===== config.mk =====
export PLATFORM = sky130hd
export DESIGN_NAME = mac_unit
export DESIGN_NICKNAME = d
export VERILOG_FILES = /design/src/rtl/mac_pkg.sv /design/src/rtl/mac_operand_prep.sv /design/src/rtl/mac_multiplier.sv /design/src/rtl/mac_addsat.sv /design/src/rtl/mac_acc_bank.sv /design/src/rtl/mac_unit.sv
export SDC_FILE = /design/constraint.sdc
export NUM_CORES = 1
export LEC_CHECK = 0
export BUFFER_PORTS_ARGS = -buffer_cell sky130_fd_sc_hd__buf_4
export CORE_UTILIZATION = 52
export DETAILED_ROUTE_END_ITERATION = 16
export PLACE_DENSITY = 0.67
export SLEW_MARGIN = 30
export SYNTH_ARGS = -nofsm -noshare
export SYNTH_HDL_FRONTEND = slang
export SYNTH_SLANG_ARGS = --single-unit

===== constraint.sdc =====
create_clock -name clk -period 5.9 [get_ports clk]
set_input_delay 1.18 -clock clk [delete_from_list [all_inputs] [get_ports clk]]
set_output_delay 1.18 -clock clk [all_outputs]
set_load 0.02 [all_outputs]

===== src/rtl/mac_pkg.sv =====
package mac_pkg;

  typedef enum logic [2:0] {
    OP_NOP  = 3'd0,
    OP_MUL  = 3'd1,
    OP_MAC  = 3'd2,
    OP_MSU  = 3'd3,
    OP_SQA  = 3'd4,
    OP_SQS  = 3'd5,
    OP_RSV6 = 3'd6,
    OP_RSV7 = 3'd7
  } mac_op_e;

  function automatic logic op_writes(input mac_op_e op);
    return (op == OP_MUL) || (op == OP_MAC) || (op == OP_MSU) ||
           (op == OP_SQA) || (op == OP_SQS);
  endfunction

  function automatic logic op_subtracts(input mac_op_e op);
    return (op == OP_MSU) || (op == OP_SQS);
  endfunction

  function automatic logic op_squares(input mac_op_e op);
    return (op == OP_SQA) || (op == OP_SQS);
  endfunction

  function automatic logic op_loads(input mac_op_e op);
    return (op == OP_MUL);
  endfunction

endpackage


===== src/rtl/mac_operand_prep.sv =====
module mac_operand_prep #(
  parameter int OPW = 16
) (
  input  logic [OPW-1:0]    opa,
  input  logic [OPW-1:0]    opb,
  input  logic              a_signed,
  input  logic              b_signed,
  input  logic              square,
  output logic signed [OPW:0] mul_a,
  output logic signed [OPW:0] mul_b
);

  logic [OPW-1:0] src_b;
  logic           sgn_b;

  // square operations steer operand A onto both multiplier inputs
  assign src_b = square ? opa : opb;
  assign sgn_b = square ? a_signed : b_signed;

  // guard bit: copy of the top bit for signed operands, zero otherwise
  assign mul_a = {a_signed & opa[OPW-1], opa};
  assign mul_b = {sgn_b & src_b[OPW-1], src_b};

endmodule


===== src/rtl/mac_multiplier.sv =====
module mac_multiplier #(
  parameter int OPW = 16,
  localparam int FW = 2*OPW + 2,
  localparam int PW = FW + 1
) (
  input  logic signed [OPW:0] mul_a,
  input  logic signed [OPW:0] mul_b,
  input  logic                frac,
  output logic [PW-1:0]       prod
);

  logic signed [FW-1:0] full;

  assign full = mul_a * mul_b;

  // fractional mode: drop the duplicated sign bit by doubling
  assign prod = frac ? {full, 1'b0} : {full[FW-1], full};

endmodule


===== src/rtl/mac_addsat.sv =====
module mac_addsat #(
  parameter int OPW  = 16,
  parameter int ACCW = 40,
  localparam int PW  = 2*OPW + 3,
  localparam int SW  = ACCW + 2
) (
  input  logic [ACCW-1:0] acc_in,
  input  logic [PW-1:0]   prod,
  input  logic            load,
  input  logic            sub,
  input  logic            rnd,
  input  logic            sat_en,
  output logic [ACCW-1:0] res,
  output logic            ovf_evt,
  output logic            sat_hit
);

  localparam logic [SW-1:0]   ONE      = {{(SW-1){1'b0}}, 1'b1};
  localparam logic [SW-1:0]   RND_K    = ONE << (OPW-1);
  localparam logic [SW-1:0]   LOW_MASK = (ONE << OPW) - ONE;
  localparam logic [ACCW-1:0] POS_LIM  = {1'b0, {(ACCW-1){1'b1}}};
  localparam logic [ACCW-1:0] NEG_LIM  = {1'b1, {(ACCW-1){1'b0}}};

  logic [SW-1:0] base_x, prod_x, sum, fin;

  always_comb begin
    base_x = load ? '0 : {{2{acc_in[ACCW-1]}}, acc_in};
    prod_x = {{(SW-PW){prod[PW-1]}}, prod};
    sum    = sub ? (base_x - prod_x) : (base_x + prod_x);
    fin    = rnd ? ((sum + RND_K) & ~LOW_MASK) : sum;
  end

  // the widened value always fits; it is out of range if its top three bits disagree
  assign ovf_evt = !((fin[SW-1] == fin[SW-2]) && (fin[SW-2] == fin[ACCW-1]));
  assign sat_hit = ovf_evt && sat_en;
  assign res     = sat_hit ? (fin[SW-1] ? NEG_LIM : POS_LIM) : fin[ACCW-1:0];

endmodule


===== src/rtl/mac_acc_bank.sv =====
module mac_acc_bank #(
  parameter int OPW  = 16,
  parameter int ACCW = 40
) (
  input  logic            clk,
  input  logic            rst_n,
  input  logic            wr,
  input  logic            restart,
  input  logic [ACCW-1:0] nxt,
  input  logic            ovf_evt,
  input  logic            sat_hit,
  input  logic            rnd,
  output logic [ACCW-1:0] acc,
  output logic            zero,
  output logic            ovf
);

  localparam logic [ACCW-1:0] POS_LIM = {1'b0, {(ACCW-1){1'b1}}};
  localparam logic [ACCW-1:0] NEG_LIM = {1'b1, {(ACCW-1){1'b0}}};

  always_ff @(posedge clk or negedge rst_n) begin
    if (!rst_n) begin
      acc  <= '0;
      zero <= 1'b1;
      ovf  <= 1'b0;
    end else if (wr) begin
      acc  <= nxt;
      zero <= (nxt == '0);
      ovf  <= (ovf && !restart) || ovf_evt;
    end
  end

  AST_IDLE_HOLD: assert property (@(posedge clk) disable iff (!rst_n)
    !wr |=> ($stable(acc) && $stable(ovf) && $stable(zero)));
  AST_OVF_STICKY: assert property (@(posedge clk) disable iff (!rst_n)
    (ovf && !(wr && restart)) |=> ovf);
  AST_OVF_RAISE: assert property (@(posedge clk) disable iff (!rst_n)
    (wr && ovf_evt) |=> ovf);
  AST_SAT_CLAMP: assert property (@(posedge clk) disable iff (!rst_n)
    (wr && sat_hit) |=> ((acc == POS_LIM) || (acc == NEG_LIM)));
  AST_ROUND_LOW: assert property (@(posedge clk) disable iff (!rst_n)
    (wr && rnd && !sat_hit) |=> (acc[OPW-1:0] == '0));
  AST_ZERO_MATCH: assert property (@(posedge clk) disable iff (!rst_n)
    zero |-> (acc == '0));

endmodule


===== src/rtl/mac_unit.sv =====
module mac_unit #(
  parameter int OPW  = 16,
  parameter int ACCW = 40,
  parameter int NACC = 2
) (
  input  logic            clk,
  input  logic            rst_n,
  input  logic [OPW-1:0]  opa,
  input  logic [OPW-1:0]  opb,
  input  logic [2:0]      op,
  input  logic            a_signed,
  input  logic            b_signed,
  input  logic            rnd,
  input  logic            frac,
  input  logic            sat_en,
  input  logic            dst_sel,
  output logic [ACCW-1:0] acc0,
  output logic [ACCW-1:0] acc1,
  output logic            zero0,
  output logic            zero1,
  output logic            ovf0,
  output logic            ovf1
);
  import mac_pkg::*;

  localparam int PW = 2*OPW + 3;

  mac_op_e                  op_e;
  logic                     wr_any, ld, sb, sq;
  logic signed [OPW:0]      mul_a, mul_b;
  logic [PW-1:0]            prod;
  logic [ACCW-1:0]          base, result;
  logic                     ovf_evt, sat_hit;
  logic [NACC-1:0]          wr_vec;
  logic [ACCW-1:0]          acc_q [NACC];
  logic [NACC-1:0]          zero_q, ovf_q;

  assign op_e   = mac_op_e'(op);
  assign wr_any = op_writes(op_e);
  assign ld     = op_loads(op_e);
  assign sb     = op_subtracts(op_e);
  assign sq     = op_squares(op_e);
  assign base   = acc_q[dst_sel];

  mac_operand_prep #(.OPW(OPW)) u_prep (
    .opa(opa), .opb(opb), .a_signed(a_signed), .b_signed(b_signed),
    .square(sq), .mul_a(mul_a), .mul_b(mul_b)
  );

  mac_multiplier #(.OPW(OPW)) u_mul (
    .mul_a(mul_a), .mul_b(mul_b), .frac(frac), .prod(prod)
  );

  mac_addsat #(.OPW(OPW), .ACCW(ACCW)) u_add (
    .acc_in(base), .prod(prod), .load(ld), .sub(sb), .rnd(rnd),
    .sat_en(sat_en), .res(result), .ovf_evt(ovf_evt), .sat_hit(sat_hit)
  );

  for (genvar gi = 0; gi < NACC; gi++) begin : g_acc
    assign wr_vec[gi] = wr_any && (dst_sel == gi[0]);
    mac_acc_bank #(.OPW(OPW), .ACCW(ACCW)) u_bank (
      .clk(clk), .rst_n(rst_n), .wr(wr_vec[gi]), .restart(ld),
      .nxt(result), .ovf_evt(ovf_evt), .sat_hit(sat_hit), .rnd(rnd),
      .acc(acc_q[gi]), .zero(zero_q[gi]), .ovf(ovf_q[gi])
    );
  end

  assign acc0  = acc_q[0];
  assign acc1  = acc_q[1];
  assign zero0 = zero_q[0];
  assign zero1 = zero_q[1];
  assign ovf0  = ovf_q[0];
  assign ovf1  = ovf_q[1];

  AST_ONE_DEST: assert property (@(posedge clk) disable iff (!rst_n)
    $onehot0(wr_vec));
  AST_NOP_FREEZE: assert property (@(posedge clk) disable iff (!rst_n)
    !wr_any |=> ($stable(acc0) && $stable(acc1)));
  AST_DEST0_ONLY: assert property (@(posedge clk) disable iff (!rst_n)
    (wr_any && !dst_sel) |=> ($stable(acc1) && $stable(ovf1)));
  AST_DEST1_ONLY: assert property (@(posedge clk) disable iff (!rst_n)
    (wr_any && dst_sel) |=> ($stable(acc0) && $stable(ovf0)));

endmodule


==> qor.txt, run 1 <==
Die area -> 43000 um^2
Final setup vio count -> 84
Gr usage total -> 0.372
CTS buffer count -> 9
Detail Placement HPWL -> 65.5 mm
Met1 WL -> 31.9 mm
DR DRC count -> 0
EDFF count, synth -> 0
Initial core utilization -> 0.533
I/O pin count -> 127
Area growth from synthesis to layout -> 41.3%
Synthesized cell area -> 21900 um^2
Drt pass-1 iters -> 5
Met2 wire length -> 38.7 mm
MaxCap Viol Count -> 0
Critical path class -> in -> reg
Deepest clock path buffer count -> 2
Area of the core -> 41200 um^2
Port Buffer Count -> 126
Final Max Slew Viols -> 0
Detailed-route via count -> 23400
Tcrit/Tclk final -> 2.02
Crit-path slowest cell -> fa_1
DRT Wirelength -> 80.1 mm
Met3 WL -> 6.25 mm
Slew HR -> 0.328
RD Place Congestion -> 0.966
Tmin final -> 11.91 ns
Seq cells post-synth -> 84
Post-synthesis sequential area ratio -> 0.0959
Crit start category -> input pin
F_max -> 0.0840 GHz
Routed len/inst -> 19.9 um
Clock skew -> 0.0105 ns
Worst Path Arrival -> 12.16 ns
Post-synth ARST share -> 1.00
Row count -> 74
Worst-path clk slew -> 0.06 ns
Initial antenna violation count -> 1
CP endpoint kind -> flop
Cells after Synth -> 2721
H-tree depth -> 3
Critical path required time -> 6.16 ns
Main synth FF type -> dfrtp_1
Layout cells sized above 1 -> 0.353
Vias in the first global route -> 24200
Slew @ Worst Pin -> 1.01 ns
Number of diodes -> 0
Clk_lat worst skew -> 0.34 ns
Hold Crit Class -> reg -> reg
CTS sink cnt -> 84
Synthesis Warnings -> 0
Die X -> 207 um
Largest net degree at the start of global routing -> 85
CP max FO -> 6
Fin nets -> 3953
Failing checks -> setup timing
Final Hold Vio Count -> 0
Via-to-Cell Ratio -> 5.82
Root Driver -> clkbuf_16
Outcome -> finished with violations
Netlist cell types -> 101
Placed Cells -> 3947
Setup slack after layout -> -6.01 ns
Congestion Overflow GR -> 0
Top routing layer in use -> met5
Avg Cell Area, Syn -> 8.06 um^2
Initial drt markers -> 1780
RSZ-0062 raised after global routing -> true
TritonCTS clock tree -> done
Antenna viol nets, final -> 0
CP peak stage delay -> 0.56 ns
First-pass GRT wire length -> 128 mm
Syn_nets -> 3189
Die Height -> 207 um
Final cell count without fillers -> 4021
-- path summary, 6_finish.rpt --
check / cells after the start / end / from / slack [ns]
worst max-delay path: 48 / g_acc[1].u_bank.acc[35]$_DFFE_PN0P_ / op[1] / -6.01
worst min-delay path: 2 / g_acc[0].u_bank.zero$_DFFE_PN1P_ / g_acc[0].u_bank.zero$_DFFE_PN1P_ / 0.50
worst max register to register: 25 / g_acc[1].u_bank.acc[35]$_DFFE_PN0P_ / g_acc[1].u_bank.acc[0]$_DFFE_PN0P_ / 0.19
worst min register to register: 2 / g_acc[0].u_bank.zero$_DFFE_PN1P_ / g_acc[0].u_bank.zero$_DFFE_PN1P_ / 0.50
max in group asynchronous: 1 / g_acc[1].u_bank.acc[5]$_DFFE_PN0P_ / rst_n / 4.46
min in group asynchronous: 1 / g_acc[0].u_bank.acc[36]$_DFFE_PN0P_ / rst_n / 0.84
-- layout make-up --
type,count,area (um^2)
clock buffer,9,225
clock inverter,6,90.1
fill,3000,10200
inverter,331,1240
multi-input combinational,2162,19500
sequential,84,2100
tap,532,666
timing repair buffer,897,7140
-- cell usage after synthesis, types with 24 or more instances --
cell type | count | area share
ha_1 | 128 | 0.073
o21ai_1 | 44 | 0.010
mux2_2 | 24 | 0.012
nor3_1 | 50 | 0.011
inv_1 | 329 | 0.056
a21oi_1 | 146 | 0.033
xnor2_1 | 60 | 0.024
nand3_1 | 35 | 0.0080
xor2_1 | 33 | 0.013
and2_1 | 87 | 0.025
o211ai_1 | 35 | 0.012
or3_1 | 26 | 0.0074
fa_1 | 297 | 0.27
dfrtp_1 | 82 | 0.094
nor2_1 | 190 | 0.033
o21ai_0 | 103 | 0.023
nand2_1 | 344 | 0.059
o21a_1 | 30 | 0.010
a211oi_1 | 34 | 0.012
mux2i_1 | 57 | 0.026
clkbuf_1 | 109 | 0.019
nor2b_1 | 70 | 0.020
a21o_1 | 25 | 0.0086
-- per-layer routing --
layer  GRT usage  vias to the layer above
met1       0.474                    11500
met2       0.637                     1002
met4       0.136                        2
met5           0                        -
li1            -                    10700
met3      0.0593                      183
-- layout by cell type (no fill, tap or decap), types with 42 or more instances in the layout --
cell type / n
nand2_1: 319
nor2b_1: 67
fa_1: 292
mux2i_1: 56
xnor2_1: 59
o21ai_0: 67
and2_1: 80
a21oi_2: 42
nor2_1: 187
dfrtp_1: 82
a21oi_1: 95
o21ai_1: 52
inv_1: 320
buf_4: 843
ha_1: 115
-- state kept, by name, summed over array words and instances, names as in the netlist --
register	count
g_acc.u_bank.zero	2
g_acc.u_bank.acc	80
g_acc.u_bank.ovf	2
-- worst max-delay path, delay by kind of cell --
| family | cells | cell delay, ns |
|---|---|---|
| buf+inv | 13 | 1.46 |
| fa+ha+maj | 8 | 3.65 |
| simple gates | 14 | 3.07 |
| mux | 2 | 0.62 |
| compound gates | 11 | 2.14 |
-- through the flow --
step                utilization  worst slack [ns]  hold WS (ns)  instance area (um^2)  setup TNS, ns
finish                    0.752             -6.01         0.501                 31000        -498.92
global route              0.752             -6.39         0.517                 31000        -529.61
CTS                       0.741             -5.74         0.494                 30500        -477.46
detailed placement        0.702             -7.28         0.483                 28900        -601.27
global placement          0.702             -7.12         0.482                 28900        -588.99
floorplan                     -             -5.75         0.504                 22600        -476.86
-- cell families after synthesis --
family	count (synthesis)	synth area share
and+or+nand+nor	964	0.216
AOI/OAI and AO/OA	597	0.182
buffers and inverters	475	0.0845
adders and majority gates	425	0.344
xor gates and xnor gates	94	0.0381
DFF	84	0.0959
muxes	82	0.0389
-- repair_timing --
action,in CTS,in global routing
hold endpoints to repair,0,0
cloned,0,1
pin swaps,86,56
gates resized for setup,207,80
endpoints found under the setup margin,84,84
hold buffers,0,0
buffers inserted,43,21
Power of run 1 is left out: the tool's default activity adds up to more than one toggle a clock period on the data nets, which glitch-free logic cannot reach.
==> inputs of run 2 (changes only) <==
--- a/config.mk
+++ b/config.mk
@@ -12,4 +12,5 @@
 export SLEW_MARGIN = 30
 export SYNTH_ARGS = -nofsm -noshare
 export SYNTH_HDL_FRONTEND = slang
+export SYNTH_HIERARCHICAL = 1
 export SYNTH_SLANG_ARGS = --single-unit
==> run 2 against run 1 <==
  * The run still ends with setup timing left
  * Fmax is 6.9% lower
  * Routed wire length shrank 16%
  * Final area down 6.9%
  * Non-clock buffer count fell by 135
  * Register-to-register slack got worse by 0.64 ns
  * Sequential share of layout area is 0.51 points higher
  * Worst hold slack gained 0.046 ns
  * Synthesized cell count down 14%
  * Die area is 5.2% lower
  * Global-route usage fell by 5.5 points
  * Clock skew is essentially flat
  * Critical endpoint is now g_acc[0].u_bank/zero$_DFFE_PN1P_
==> qor.txt, run 2 <==
Port Buffer Count -> 126 (unchanged)
Gr usage total -> 0.317 (-0.0547)
Area growth from synthesis to layout -> 38.7%
DR DRC count -> 0 (unchanged)
Most common cell after layout, fill and taps aside -> buf_4
RSZ-0062 raised after global routing -> true
Cells on Worst Hold Path -> 2 (unchanged)
Clock skew -> 0.0110 ns (+0.000462 ns)
Fin nets -> 3457 (-13%)
R2R Path End -> g_acc[0].u_bank/zero$_DFFE_PN1P_
Avg Cell Area, Syn -> 8.91 um^2 (+10%)
Worst R2R Path Depth -> 22 (-12%)
Final setup vio count -> 84 (unchanged)
Synthesis Warnings -> 6 (+6)
Most frequent cells in the layout -> 658 x buf_4, 318 x inv_1, 289 x fa_1
CTS sink cnt -> 84 (unchanged)
Finished Cell Area -> 28800 um^2 (-6.9%)
Outcome -> finished with violations
F_max -> 0.0782 GHz (-6.9%)
Hold Slack -> 0.548 ns (+0.0463 ns)
Critical path required time -> 6.16 ns (about the same)
Via-to-Cell Ratio -> 5.61 (-3.6%)
Congestion Overflow GR -> 0 (unchanged)
Initial antenna violation count -> 0 (-1)
Crit path top cell by count -> fa_1
Crit start category -> input pin
Area of the core -> 39000 um^2 (-5.3%)
Initial core utilization -> 0.533 (about the same)
Failing checks -> setup timing
Deepest clock path buffer count -> 2 (unchanged)
Hold Crit Class -> reg -> reg
Regs by FF count -> g_acc.u_bank/acc: 80 flops, g_acc.u_bank/ovf: 2 flops, g_acc.u_bank/zero: 2 flops
CP endpoint kind -> flop
Final Hold Vio Count -> 0 (unchanged)
Detail Placement HPWL -> 50.2 mm (-23%)
Tmin final -> 12.79 ns (+0.879 ns)
Number of diodes -> 0 (unchanged)
Placed cell areas -> 26300 um^2 (-9.1%)
Crit-path slowest cell -> or4_4
Syn_nets -> 2802 (-12%)
Register Area -> 2100 um^2 (unchanged)
Worst Path Arrival -> 13.05 ns (+0.89 ns)
Detailed-route via count -> 19700 (-16%)
Synthesized cell area -> 20800 um^2 (-5.2%)
Critical path class -> in -> reg
CTS buffer count -> 9 (unchanged)
CP peak stage delay -> 0.56 ns (about the same)
Die area -> 40800 um^2 (-5.2%)
CP max FO -> 8 (+2)
Worst-path clk slew -> 0.06 ns (about the same)
Initial drt markers -> 1059 (-41%)
Hold buffer count at CTS -> 0 (unchanged)
Worst setup path endpoint -> g_acc[0].u_bank/zero$_DFFE_PN1P_
Tcrit/Tclk final -> 2.17 (+0.149)
Clk_lat worst skew -> 0.35 ns (about the same)
H-tree depth -> 3 (unchanged)
I/O pin count -> 127 (unchanged)
Reg with most FFs -> g_acc.u_bank/acc
Number of flip-flops in the largest register -> 80 (unchanged)
Die X -> 202 um (-2.6%)
FILL cells -> 2673 (-11%)
Vias in the first global route -> 20900 (-14%)
MaxCap Viol Count -> 0 (unchanged)
Largest net degree at the start of global routing -> 73 (-14%)
DRT Wirelength -> 67.5 mm (-16%)
Layout cells sized above 1 -> 0.378 (+0.0256)
Slew @ Worst Pin -> 0.790 ns (-0.217 ns)
Cells after Synth -> 2334 (-14%)
Worst reg2reg setup slack -> -0.45 ns (-0.64 ns)
Die Height -> 202 um (-2.6%)
TritonCTS clock tree -> done
Root Driver -> clkbuf_16
First-pass GRT wire length -> 105 mm (-17%)
Routed len/inst -> 19.2 um (-3.5%)
Slew HR -> 0.468 (+0.140)
Reg2Reg Launch Point -> g_acc[1].u_bank/acc[0]$_DFFE_PN0P_
Area of the multi-input gates -> 18200 um^2 (-6.9%)
Setup slack after layout -> -6.89 ns (-0.879 ns)
Row count -> 72 (-2.7%)
Worst setup path start -> op[2]
Antenna viol nets, final -> 0 (unchanged)
Final Max Slew Viols -> 0 (unchanged)
RD Place Congestion -> 0.912 (-5.6%)
Drt pass-1 iters -> 5 (unchanged)
run 2: through the flow:
| step | instances | setup WS [ns] | utilization | setup TNS (ns) |
|---|---|---|---|---|
| finish | 3512 | -6.89 | 0.739 | -540.53 |
| detailed placement | 3418 | -7.28 | 0.674 | -577.89 |
| global placement | 3418 | -7.08 | 0.674 | -561.83 |
| global route | 3512 | -7.25 | 0.739 | -570.57 |
| CTS | 3472 | -6.47 | 0.717 | -513.19 |
| floorplan | 2334 | -6.32 | - | -501.85 |
run 2: layer usage:
| layer | vias up | share of wire | GRT usage |
|---|---|---|---|
| met5 | - | 0 | 0 |
| met4 | 0 | 0.038 | 0.109 |
| met3 | 193 | 0.050 | 0.0308 |
| met2 | 741 | 0.51 | 0.574 |
| met1 | 9771 | 0.40 | 0.393 |
| li1 | 8987 | - | - |
run 2: what timing repair did:
item / in CTS / in global routing
setup buffers: 41 / 53
gates cloned: 7 / 2
pin swaps: 75 / 63
setup endpoints to repair: 84 / 84
resized for setup: 235 / 144
run 2: worst min-delay path by stage:
stage	startpoint	end	slack [ns]
global placement	g_acc[0].u_bank/zero$_DFFE_PN1P_	g_acc[0].u_bank/zero$_DFFE_PN1P_	0.50
detailed placement	g_acc[0].u_bank/zero$_DFFE_PN1P_	g_acc[0].u_bank/zero$_DFFE_PN1P_	0.50
CTS	g_acc[0].u_bank/zero$_DFFE_PN1P_	g_acc[0].u_bank/zero$_DFFE_PN1P_	0.51
floorplan	g_acc[0].u_bank/zero$_DFFE_PN1P_	g_acc[0].u_bank/zero$_DFFE_PN1P_	0.52
global route	g_acc[1].u_bank/zero$_DFFE_PN1P_	g_acc[1].u_bank/zero$_DFFE_PN1P_	0.55
finish	g_acc[0].u_bank/zero$_DFFE_PN1P_	g_acc[0].u_bank/zero$_DFFE_PN1P_	0.55
run 2: cell type report:
type | count | area share
clock buffers | 11 | 0.00842
clock inverters | 5 | 0.00208
inverters | 331 | 0.0432
multi-input cells | 1801 | 0.630
flip-flops and latches | 84 | 0.0730
well taps | 518 | 0.0225
repair buffers | 762 | 0.221
run 2: critical path: cells and delay by family:
family | cells | cell delay, ns
AO/OA/AOI/OAI | 11 | 2.07
XOR/XNOR | 2 | 0.23
adder cells (fa/ha/maj) | 8 | 3.57
buffers and inverters | 11 | 1.25
multiplexers | 2 | 0.62
AND/OR/NAND/NOR | 16 | 4.11
Power of run 2 is left out for the same reason.
